<file path="config.mk">
export PLATFORM = sky130hd
export DESIGN_NAME = serframe_engine
export DESIGN_NICKNAME = d
export VERILOG_FILES = /design/src/rtl/serframe_pkg.sv /design/src/rtl/serframe_sync.sv /design/src/rtl/serframe_tx.sv /design/src/rtl/serframe_rx.sv /design/src/rtl/serframe_engine.sv
export SDC_FILE = /design/constraint.sdc
export NUM_CORES = 1
export LEC_CHECK = 0
export BUFFER_PORTS_ARGS = -buffer_cell sky130_fd_sc_hd__clkbuf_2
export CORE_ASPECT_RATIO = 0.75
export CORE_MARGIN = 4
export CORE_UTILIZATION = 42
export DETAILED_ROUTE_END_ITERATION = 16
export PLACE_DENSITY_LB_ADDON = 0.2
export SLEW_MARGIN = 20
export SYNTH_ARGS = -nofsm -noshare
export SYNTH_HDL_FRONTEND = slang
export SYNTH_SLANG_ARGS = --single-unit
</file>
<file path="constraint.sdc">
create_clock -name clk -period 4.69 [get_ports clk]
set_input_delay 0.2345 -clock clk [delete_from_list [all_inputs] [get_ports clk]]
set_output_delay 0.2345 -clock clk [all_outputs]
set_load 0.05 [all_outputs]
</file>
<file path="src/rtl/serframe_pkg.sv">
package serframe_pkg;
  localparam int DIV_MID = 16;
  localparam int DIV_MAX = 64;
  localparam int CNT_W   = $clog2(DIV_MAX);
  localparam int PAY_W   = 11;

  typedef struct packed {
    logic [3:0] dbits;
    logic       par_en;
    logic       par_odd;
    logic [1:0] stops;
  } fmt_t;

  typedef enum logic [1:0] {RX_IDLE, RX_START, RX_BITS} rx_state_t;

  function automatic fmt_t decode_fmt(input logic [2:0] code);
    fmt_t f;
    f.par_odd = code[0];
    if (!code[2]) begin
      f.dbits  = 4'd7;
      f.par_en = 1'b1;
      f.stops  = code[1] ? 2'd1 : 2'd2;
    end else begin
      f.dbits  = 4'd8;
      f.par_en = code[1];
      f.stops  = (code[1:0] == 2'b00) ? 2'd2 : 2'd1;
    end
    return f;
  endfunction

  // enable pulses per bit, minus one
  function automatic logic [CNT_W-1:0] div_last(input logic [1:0] sel);
    case (sel)
      2'b01:   return CNT_W'(DIV_MID - 1);
      2'b10:   return CNT_W'(DIV_MAX - 1);
      default: return '0;
    endcase
  endfunction

  // enable pulses from start detection to mid start bit, minus one
  function automatic logic [CNT_W-1:0] half_last(input logic [1:0] sel);
    case (sel)
      2'b01:   return CNT_W'(DIV_MID / 2 - 1);
      2'b10:   return CNT_W'(DIV_MAX / 2 - 1);
      default: return '0;
    endcase
  endfunction

  // bits after the start bit
  function automatic logic [3:0] payload_len(input fmt_t f);
    return f.dbits + {3'b000, f.par_en} + {2'b00, f.stops};
  endfunction

  function automatic logic [PAY_W-1:0] payload(input fmt_t f, input logic [7:0] d);
    logic [PAY_W-1:0] v;
    logic [7:0]       m;
    v = '1;
    m = (f.dbits == 4'd8) ? 8'hFF : 8'h7F;
    for (int i = 0; i < 8; i++)
      if (i < int'(f.dbits)) v[i] = d[i];
    if (f.par_en) v[f.dbits] = (^(d & m)) ^ f.par_odd;
    return v;
  endfunction
endpackage

</file>
<file path="src/rtl/serframe_sync.sv">
module serframe_sync #(
  parameter int STAGES = 2
) (
  input  logic clk,
  input  logic rst,
  input  logic din,
  output logic dout
);
  logic [STAGES-1:0] chain;

  always_ff @(posedge clk) begin
    if (rst) chain <= '1;
    else     chain <= {chain[STAGES-2:0], din};
  end

  assign dout = chain[STAGES-1];
endmodule

</file>
<file path="src/rtl/serframe_tx.sv">
module serframe_tx
  import serframe_pkg::*;
(
  input  logic       clk,
  input  logic       rst,
  input  logic       hold,
  input  logic       bit_en,
  input  logic       brk,
  input  logic [1:0] div_sel,
  input  logic [2:0] fmt_sel,
  input  logic [7:0] data,
  input  logic       valid,
  output logic       ready,
  output logic       txd
);
  logic             busy;
  logic             txd_q;
  logic [PAY_W-1:0] shreg;
  logic [3:0]       left;
  logic [CNT_W-1:0] cnt;
  fmt_t             fmt;
  logic [CNT_W-1:0] last;

  assign fmt   = decode_fmt(fmt_sel);
  assign last  = div_last(div_sel);
  assign ready = !busy && !brk && !hold && txd_q;
  assign txd   = txd_q;

  always_ff @(posedge clk) begin
    if (rst || hold) begin
      busy  <= 1'b0;
      txd_q <= 1'b1;
      shreg <= '1;
      left  <= '0;
      cnt   <= '0;
    end else if (brk) begin
      busy  <= 1'b0;
      txd_q <= 1'b0;
      cnt   <= '0;
    end else if (valid && ready) begin
      busy  <= 1'b1;
      txd_q <= 1'b0;
      shreg <= payload(fmt, data);
      left  <= payload_len(fmt);
      cnt   <= '0;
    end else if (!busy) begin
      txd_q <= 1'b1;
    end else if (bit_en) begin
      if (cnt == last) begin
        cnt <= '0;
        if (left == 4'd0) begin
          busy  <= 1'b0;
          txd_q <= 1'b1;
        end else begin
          txd_q <= shreg[0];
          shreg <= {1'b1, shreg[PAY_W-1:1]};
          left  <= left - 4'd1;
        end
      end else begin
        cnt <= cnt + 1'b1;
      end
    end
  end
endmodule

</file>
<file path="src/rtl/serframe_rx.sv">
module serframe_rx
  import serframe_pkg::*;
(
  input  logic       clk,
  input  logic       rst,
  input  logic       hold,
  input  logic       bit_en,
  input  logic       rxd,
  input  logic [1:0] div_sel,
  input  logic [2:0] fmt_sel,
  output logic [7:0] data,
  output logic       valid,
  output logic       ferr,
  output logic       perr
);
  rx_state_t        st;
  logic [CNT_W-1:0] cnt;
  logic [3:0]       k;
  fmt_t             fl;
  logic             acc;
  logic             perr_q;
  logic             ferr_q;
  logic [7:0]       dat;
  logic [CNT_W-1:0] last;
  logic [CNT_W-1:0] half;

  assign last = div_last(div_sel);
  assign half = half_last(div_sel);

  always_ff @(posedge clk) begin
    valid <= 1'b0;
    if (rst || hold) begin
      st     <= RX_IDLE;
      cnt    <= '0;
      k      <= '0;
      fl     <= '0;
      acc    <= 1'b0;
      perr_q <= 1'b0;
      ferr_q <= 1'b0;
      dat    <= '0;
      if (rst) begin
        data <= '0;
        ferr <= 1'b0;
        perr <= 1'b0;
      end
    end else if (bit_en) begin
      case (st)
        RX_IDLE: begin
          if (!rxd) begin
            fl     <= decode_fmt(fmt_sel);
            cnt    <= '0;
            k      <= '0;
            acc    <= 1'b0;
            perr_q <= 1'b0;
            ferr_q <= 1'b0;
            dat    <= '0;
            st     <= (div_sel == 2'b00) ? RX_BITS : RX_START;
          end
        end
        RX_START: begin
          if (cnt == half) begin
            cnt <= '0;
            st  <= rxd ? RX_IDLE : RX_BITS;
          end else begin
            cnt <= cnt + 1'b1;
          end
        end
        RX_BITS: begin
          if (cnt == last) begin
            cnt <= '0;
            k   <= k + 4'd1;
            if (k < fl.dbits) begin
              dat[k[2:0]] <= rxd;
              acc         <= acc ^ rxd;
            end else if (fl.par_en && (k == fl.dbits)) begin
              perr_q <= acc ^ rxd ^ fl.par_odd;
            end else if (!rxd) begin
              ferr_q <= 1'b1;
            end
            if (k == payload_len(fl) - 4'd1) begin
              st    <= RX_IDLE;
              valid <= 1'b1;
              data  <= dat;
              ferr  <= ferr_q | !rxd;
              perr  <= perr_q;
            end
          end else begin
            cnt <= cnt + 1'b1;
          end
        end
        default: st <= RX_IDLE;
      endcase
    end
  end
endmodule

</file>
<file path="src/rtl/serframe_engine.sv">
module serframe_engine
  import serframe_pkg::*;
#(
  parameter int SYNC_STAGES = 2
) (
  input  logic       clk,
  input  logic       rst,
  input  logic       bit_en,
  input  logic [1:0] div_sel,
  input  logic [2:0] fmt_sel,
  input  logic       brk_en,
  input  logic [7:0] tx_data,
  input  logic       tx_valid,
  output logic       tx_ready,
  output logic       txd,
  input  logic       rxd,
  output logic [7:0] rx_data,
  output logic       rx_valid,
  output logic       rx_frame_err,
  output logic       rx_par_err
);
  logic hold;
  logic rxd_s;

  assign hold = (div_sel == 2'b11);

  serframe_sync #(.STAGES(SYNC_STAGES)) u_sync (
    .clk(clk), .rst(rst), .din(rxd), .dout(rxd_s)
  );

  serframe_tx u_tx (
    .clk(clk), .rst(rst), .hold(hold), .bit_en(bit_en), .brk(brk_en),
    .div_sel(div_sel), .fmt_sel(fmt_sel), .data(tx_data), .valid(tx_valid),
    .ready(tx_ready), .txd(txd)
  );

  serframe_rx u_rx (
    .clk(clk), .rst(rst), .hold(hold), .bit_en(bit_en), .rxd(rxd_s),
    .div_sel(div_sel), .fmt_sel(fmt_sel), .data(rx_data), .valid(rx_valid),
    .ferr(rx_frame_err), .perr(rx_par_err)
  );
endmodule

</file>
==> metrics.md, run 1 <==
| Metric | Value |
|---|---|
| Post-Route WL | 7.316 mm |
| # setup viols final | 0 |
| Number of synthesized register bits | between 60 and 70 |
| ANT nets after route | 0 |
| GRT overflow | 0 |
| Die X | 111.9 um |
| Initial Util | 43.14% |
| CTS Hold Bufs | 0 |
| Clk slew on worst S/H paths | 70 ps |
| Post-Synthesis Cells | 391 |
| I/O pins | 32 |
| Req. time, crit path | 4960 ps |
| Multi-input gate area | 0.001896 sq mm |
| PD cells | 344.6 mW/mm^2 |
| Setup Fix Bufs, Post-CTS | 0 |
| Row count | 28 |
| DIE HEIGHT | 85.93 um |
| Largest fanout on the critical path | 5 |
| Number of global-route vias before repair | 2628 |
| Reg2Reg Depth | 12 |
| CTS tree | done |
| Via density | 5.267 |
| Post-synth top flop | dfxtp_1 |
| DR pass1 iterations | 4 |
| Clock skew | 7.491 ps |
| Seq/Total Area, Yosys | 40.03% |
| FFs w/ async S/R, synth | 0% |
| Final core occ | 49.60% |
| Area share of the largest cell type after synthesis | a little under a third |
| Global Route Usage Sum | 16.24% |
| First-pass GRT wire length | 12.77 mm |
| Final setup TNS | 0 ps |
| Crit. End Element | flop |
| CTS sink count | 63 |
| Average wire per standard cell | 13.83 um |
| Status | finished, final reports clean |
| Final Wtd Congestion | 0.8664 |
| CP Class | reg2reg |
| Htree depth | 3 |
| Mapped Area | about 0.0034 sq mm |
| Post_cts resized | 0 |
| Clock buffer depth | 2 |
| Syn avg cell area | 8.698 sq um |
| Placed Area | 0.003641 sq mm |
| Largest net degree at the start of global routing | 27 |
| Syn Nets | 430 |
| Filler cell count | 734 |
| Cell at the root of the clock tree | clkbuf_8 |
| Number of port buffers | 31 |
| Clk Latency, worst-skew pair | 340 ps |
| Peak supply drop | 0.0002068 V |
| Num CTS Buffers | 9 |
| Period utilization | approximately 64% |
| Static leakage | 1.500 nW |
| Layout cells sized above 1 | 14.62% |
| Area Overhead vs Synth | 14.97% |
| Sequential cell area | between 0.001 and 0.0015 sq mm |
| Final #Nets | 458 |
| Initial drt markers | 173 |
| # diodes | 0 |
| Synth top area cells | dfxtp_1, edfxtp_1, ha_1, nand2_1, xnor2_1 |
| Distinct cells, synth | 57 |
| Total number of yosys warnings | 0 |
| DRC | 0 |
| Core Area | 0.007883 sq mm |
| Largest area contributor in the netlist | dfxtp_1 |
| Min cycle time layout | 3021 ps |
| F_max | 331.1 MHz |
| Fin. Hold Viols | 0 |
| Post-synth EDFFs | 10 |
| Hpwl dp | 5.372 mm |
| Slew HR | between 40 and 50% |
| WP data arrival | 3290 ps |
| DIE AREA | 0.009616 sq mm |
| Via count | approximately 2800 |
| Hold/Removal Path Class | in2reg |
| Final Slew Violations | 0 |
| Max_cap viols | 0 |
| Slew of the pin with the lowest slew margin | 861.6 ps |
| Hold path depth | 2 |
| RSZ-0062 raised after global routing | false |
| Initial antenna violation count | 0 |
| Crit start category | flop |
| Post-route cell area | 0.003910 sq mm |
worst paths after layout:
| check | to | start | slack [ps] |
|---|---|---|---|
| hold reg to reg | u_sync.chain[1]$_SDFF_PP1_ | u_sync.chain[0]$_SDFF_PP1_ | 420 |
| setup / recovery | u_rx.st[0]$_SDFFE_PP0P_ | u_rx.fl[6]$_SDFFE_PP0P_ | 1670 |
| setup reg to reg | u_rx.st[0]$_SDFFE_PP0P_ | u_rx.fl[6]$_SDFFE_PP0P_ | 1670 |
| hold / removal | u_sync.chain[0]$_SDFF_PP1_ | rxd | 100 |
placed cells by master (no fill, tap or decap), types with 10 or more instances in the layout:
cell       n
dfxtp_1   53
a21oi_1   16
ha_1      18
o21ai_0   11
clkbuf_2  31
edfxtp_1  10
and2_1    11
o21ai_1   14
nor2_1    35
nand3_1   13
nand2_1   47
inv_1     22
xnor2_1   18
synth_stat cells, drive strengths merged (4+ instances only):
cell    number
nand3       13
nor3         9
and3         5
or3          4
edfxtp      10
clkbuf      14
a21oi       18
o311ai       7
o21ai       26
and2        11
inv         22
xnor2       18
ha          18
nor4         4
or2          5
nand2       47
nand4        8
xor2         8
dfxtp       53
o211ai       8
nor2        35
power breakdown:
group / leakage [nW] / internal [mW] / switching (mW)
logic: 0.840 / 0.0520 / 0.0994
clock network: 0.130 / 0.408 / 0.221
registers: 0.531 / 0.560 / 0.00717
critical path, cell delays in order (launching register included):
cell     delay (ps)
dfxtp_1         410
inv_1           130
ha_1            290
inv_1            60
ha_1            150
inv_1            50
fa_1            490
xor2_1          150
nand2_1          90
o41ai_1         410
nand4_1         210
or3b_1          380
a21oi_1         130
per-stage QoR:
step	worst slack (ps)	total power [mW]	cells	hold WS, ps
5_1_grt	1428	1.402	529	83.31
6_report	1669	1.347	529	95.69
4_1_cts	1664	1.359	529	80.80
3_5_place_dp	1696	0.7305	513	406.7
2_1_floorplan	1400	0.6905	391	313.8
3_3_place_gp	1799	0.7273	513	394.4
layer usage:
metal	global-route usage (%)	vias to the layer above	wire, um
li1	-	1446	-
met1	23.89	1265	3800
met3	4.443	2	427
met5	0	-	0
met4	4.530	0	29
met2	23.23	73	3057
flip-flops by register name (all words and copies together) (netlist names):
register	flops
u_rx.perr	1
u_rx.k	4
u_rx.ferr	1
u_tx.left	4
u_tx.shreg	9
u_rx.acc	1
u_rx.perr_q	1
u_rx.fl	6
u_rx.st	2
u_rx.data	8
u_rx.dat	8
u_rx.valid	1
u_tx.busy	1
u_sync.chain	2
u_rx.cnt	6
u_rx.ferr_q	1
u_tx.cnt	6
u_tx.txd	1
area by class of cell:
cell class	count	share of cell area, %
multi-input combinational	290	48.48
sequential	63	34.82
timing repair buffer	33	4.352
clock inverter	7	3.712
tap	105	3.360
clock buffer	9	3.168
inverter	22	2.112
logic make-up (layout without fill, tap and decap cells):
logic type	Yosys count	after routing	synth area share (%)
simple gates	156	156	22.88
compound gates	84	84	16.81
flops	63	63	40.03
buf+inv	38	71	4.231
xor+xnor	27	27	7.358
fa+ha+maj	20	20	7.800
mux	3	3	0.8830
Note: power is estimated with default switching activity, not from simulation.
==> inputs of run 2 (changes only) <==
ABC_AREA = 1   (was unset)
clock period = 3.2 ns   (was 4.69 ns; I/O delays follow)
==> run 2 against run 1 <==
Flip-flop and latch count is the same; hold slack lost 25 ps; worst setup slack lost 1300 ps; fmax grew 7.9%; combinational power grew 70%; register-to-register slack lost 1300 ps; clock skew shrank 2.6 ps; sequential power grew 48%; first-iteration DRC count shrank 28%; sequential share of layout area shrank 3.0 points; non-clock buffer count grew 1; critical path type unchanged; largest cell class unchanged; highest routed layer unchanged.
==> metrics.md, run 2 <==
| Metric | Value |
|---|---|
| Slew of the pin with the lowest slew margin | around 700 ps |
| DR pass1 iterations | 4 |
| Final Wtd Congestion | 0.7915 |
| Syn Nets | about 550 |
| Htree depth | 3 |
| Post-Synthesis Cells | just over 500 |
| Leading cell type in the layout, fill and taps excluded | nand2_1 |
| Via count | 3177 |
| Hold/Removal Path Class | in2reg |
| GRT overflow | 0 |
| CTS tree | done |
| Combinational share of power | 11.5% |
| PD cells | around 520 mW/mm^2 |
| Peak supply drop | 0.0002538 V |
| WP data arrival | 2780 ps |
| Crit. End Element | flop |
| P_int | 1.670 mW |
| Seq pwr share | 37.5% |
| CP Class | reg2reg |
| Number of synthesized register bits | 63 |
| Status | finished, final reports clean |
| Global Route Usage Sum | 16.63% |
| Number of port buffers | 31 |
| Static leakage | 2.007 nW |
| Seq/Total Area, Yosys | 36.92% |
| Area share of the largest cell type after synthesis | 28.78% |
| Syn avg cell area | 7.273 sq um |
| Req. time, crit path | 3180 ps |
| CTS sink count | between 60 and 70 |
| Post-synth top flop | dfxtp_1 |
| Initial antenna violation count | 0 |
| F_max | 357.2 MHz |
| Finished Layout Cells | 653 |
| # diodes | 0 |
| Setup Fix Bufs, Post-CTS | 0 |
| Worst R2R Start | u_rx.fl[6]$_SDFFE_PP0P_ |
| Row count | 29 |
| DIE HEIGHT | 89.15 um |
| Core Area | between 0.008 and 0.009 sq mm |
| Switching pwr | 562.2 uW |
| PnR worst setup slack | between 400 and 500 ps |
| Crit path launch | u_rx.fl[6]$_SDFFE_PP0P_ |
| Post-Place Setup Slack | 388.1 ps |
| Min cycle time layout | 2800 ps |
| Net Sw Frac | between 20% and 30% |
| Largest Register | u_tx.shreg |
| Slew HR | between 50 and 60% |
| Initial Util | 43.43% |
| # setup viols final | 0 |
| Number of global-route vias before repair | roughly 2900 |
| DIE AREA | 0.01036 sq mm |
| Max_cap viols | 0 |
| Final Slew Violations | 0 |
| First-pass GRT wire length | between 10 and 15 mm |
| Largest registers | u_tx.shreg x9, u_rx.dat x8, u_rx.data x8 |
| Clk network pwr share | 51.0% |
| Count leader, synth | nand2_1 |
| Placed cells | 636 |
| Clk slew on worst S/H paths | approximately 50 ps |
| Average wire per standard cell | 12.12 um |
| Total number of yosys warnings | 0 |
| DRC | 0 |
| Initial drt markers | 125 |
| Largest fanout on the critical path | 10 |
| Final setup TNS | 0 ps |
| Cell at the root of the clock tree | clkbuf_16 |
| Crit start category | flop |
| Post-Route WL | just under 8 mm |
| Max reg flops | 9 |
| Layout cells sized above 1 | 14.86% |
| ANT nets after route | 0 |
| Clock skew | 4.896 ps |
| Min Hold Slack | 71.10 ps |
| Die X | 116.2 um |
| Tot Pwr | 2.232 mW |
| Area Overhead vs Synth | 16.19% |
| Top cells by count, synth | nand2_1, inv_1, dfxtp_1 |
| Period utilization | 87.49% |
| Largest area contributor in the netlist | dfxtp_1 |
| Mapped Area | 0.003687 sq mm |
| FFs w/ async S/R, synth | 0% |
| Fin. Hold Viols | 0 |
| Filler cell count | 843 |
| Clk Latency, worst-skew pair | between 300 and 400 ps |
| Post-synth EDFFs | 10 |
| Distinct cells, synth | 43 |
| Num CTS Buffers | 9 |
| Synth top area cells | dfxtp_1, nand2_1, edfxtp_1, inv_1, ha_1 |
| Commonest cells after routing, fill and taps aside | nand2_1, inv_1, dfxtp_1, nor2_1, clkbuf_2 |
| Largest net degree at the start of global routing | 24 |
| Startpoint of the worst hold path | fmt_sel[2] |
| Hpwl dp | 5.758 mm |
| Via density | a little under 5 |
| Final #Nets | 579 |
| I/O pins | 32 |
| Clock buffer depth | 2 |
| RSZ-0062 raised after global routing | false |
## run 2: final timing paths
kind / slack, ps / cells after the start / endpoint
min reg2reg: 410 / 1 / u_sync.chain[1]$_SDFF_PP1_
max reg2reg: 400 / 11 / u_rx.data[1]$_SDFFCE_PP0P_
max: 400 / 11 / u_rx.data[1]$_SDFFCE_PP0P_
min: 70 / 2 / u_rx.fl[3]$_SDFFE_PP0P_
## run 2: critical path, cell delays in order (launching register included)
cell,delay [ps]
dfxtp_1,400
inv_1,170
ha_1,300
inv_1,60
ha_1,160
inv_1,50
fa_1,500
xor2_1,140
nand2_1,60
nor2_1,130
nand3_1,110
nand2_1,360
## run 2: cells by family (layout without fill, tap and decap cells)
kind of cell	count (synthesis)	after routing	synth area share (%)
AOI/OAI and AO/OA	62	62	9.977
xor gates and xnor gates	13	13	3.088
adders and majority gates	20	20	7.194
buffers and inverters	87	125	9.705
DFF	63	63	36.92
and+or+nand+nor	262	262	33.12
## run 2: metal layers
metal | up-vias | track usage (%) | share of wire, %
li1 | 1699 | - | -
met1 | 1413 | 22.82 | 51
met2 | 54 | 25.43 | 43
met3 | 11 | 4.195 | 5.3
met4 | 0 | 6.112 | 1.5
met5 | - | 0 | 0
## run 2: layout make-up
type / instances / area, sq um / area share [%]
Inverter: 75 / 281.5 / 6.571
Tap cell: 108 / 135.1 / 3.154
Multi-Input combinational cell: 357 / 1968 / 45.94
Clock buffer: 9 / 225.2 / 5.257
Timing Repair Buffer: 34 / 192.7 / 4.498
Clock inverter: 7 / 120.1 / 2.804
Sequential cell: 63 / 1361 / 31.78
## run 2: what timing repair did
item                                   in CTS  in global routing
hold buffers                                1                  0
endpoints found under the hold margin       1                  0
resized for setup                           0                  0
## run 2: metrics by stage
stage	util, %	cell area (sq um)
2_1_floorplan	-	3687
3_3_place_gp	46.27	3929
3_5_place_dp	46.27	3929
4_1_cts	50.46	4284
5_1_grt	50.46	4284
6_report	50.46	4284
## run 2: power groups by stage
stage | registers (mW) | clock network [mW] | logic, mW
global route | 0.839 | 1.20 | 0.294
finish | 0.837 | 1.14 | 0.257
global placement | 0.853 | 0 | 0.254
CTS | 0.837 | 1.17 | 0.260
detailed placement | 0.854 | 0 | 0.258
floorplan | 0.869 | 0 | 0.180
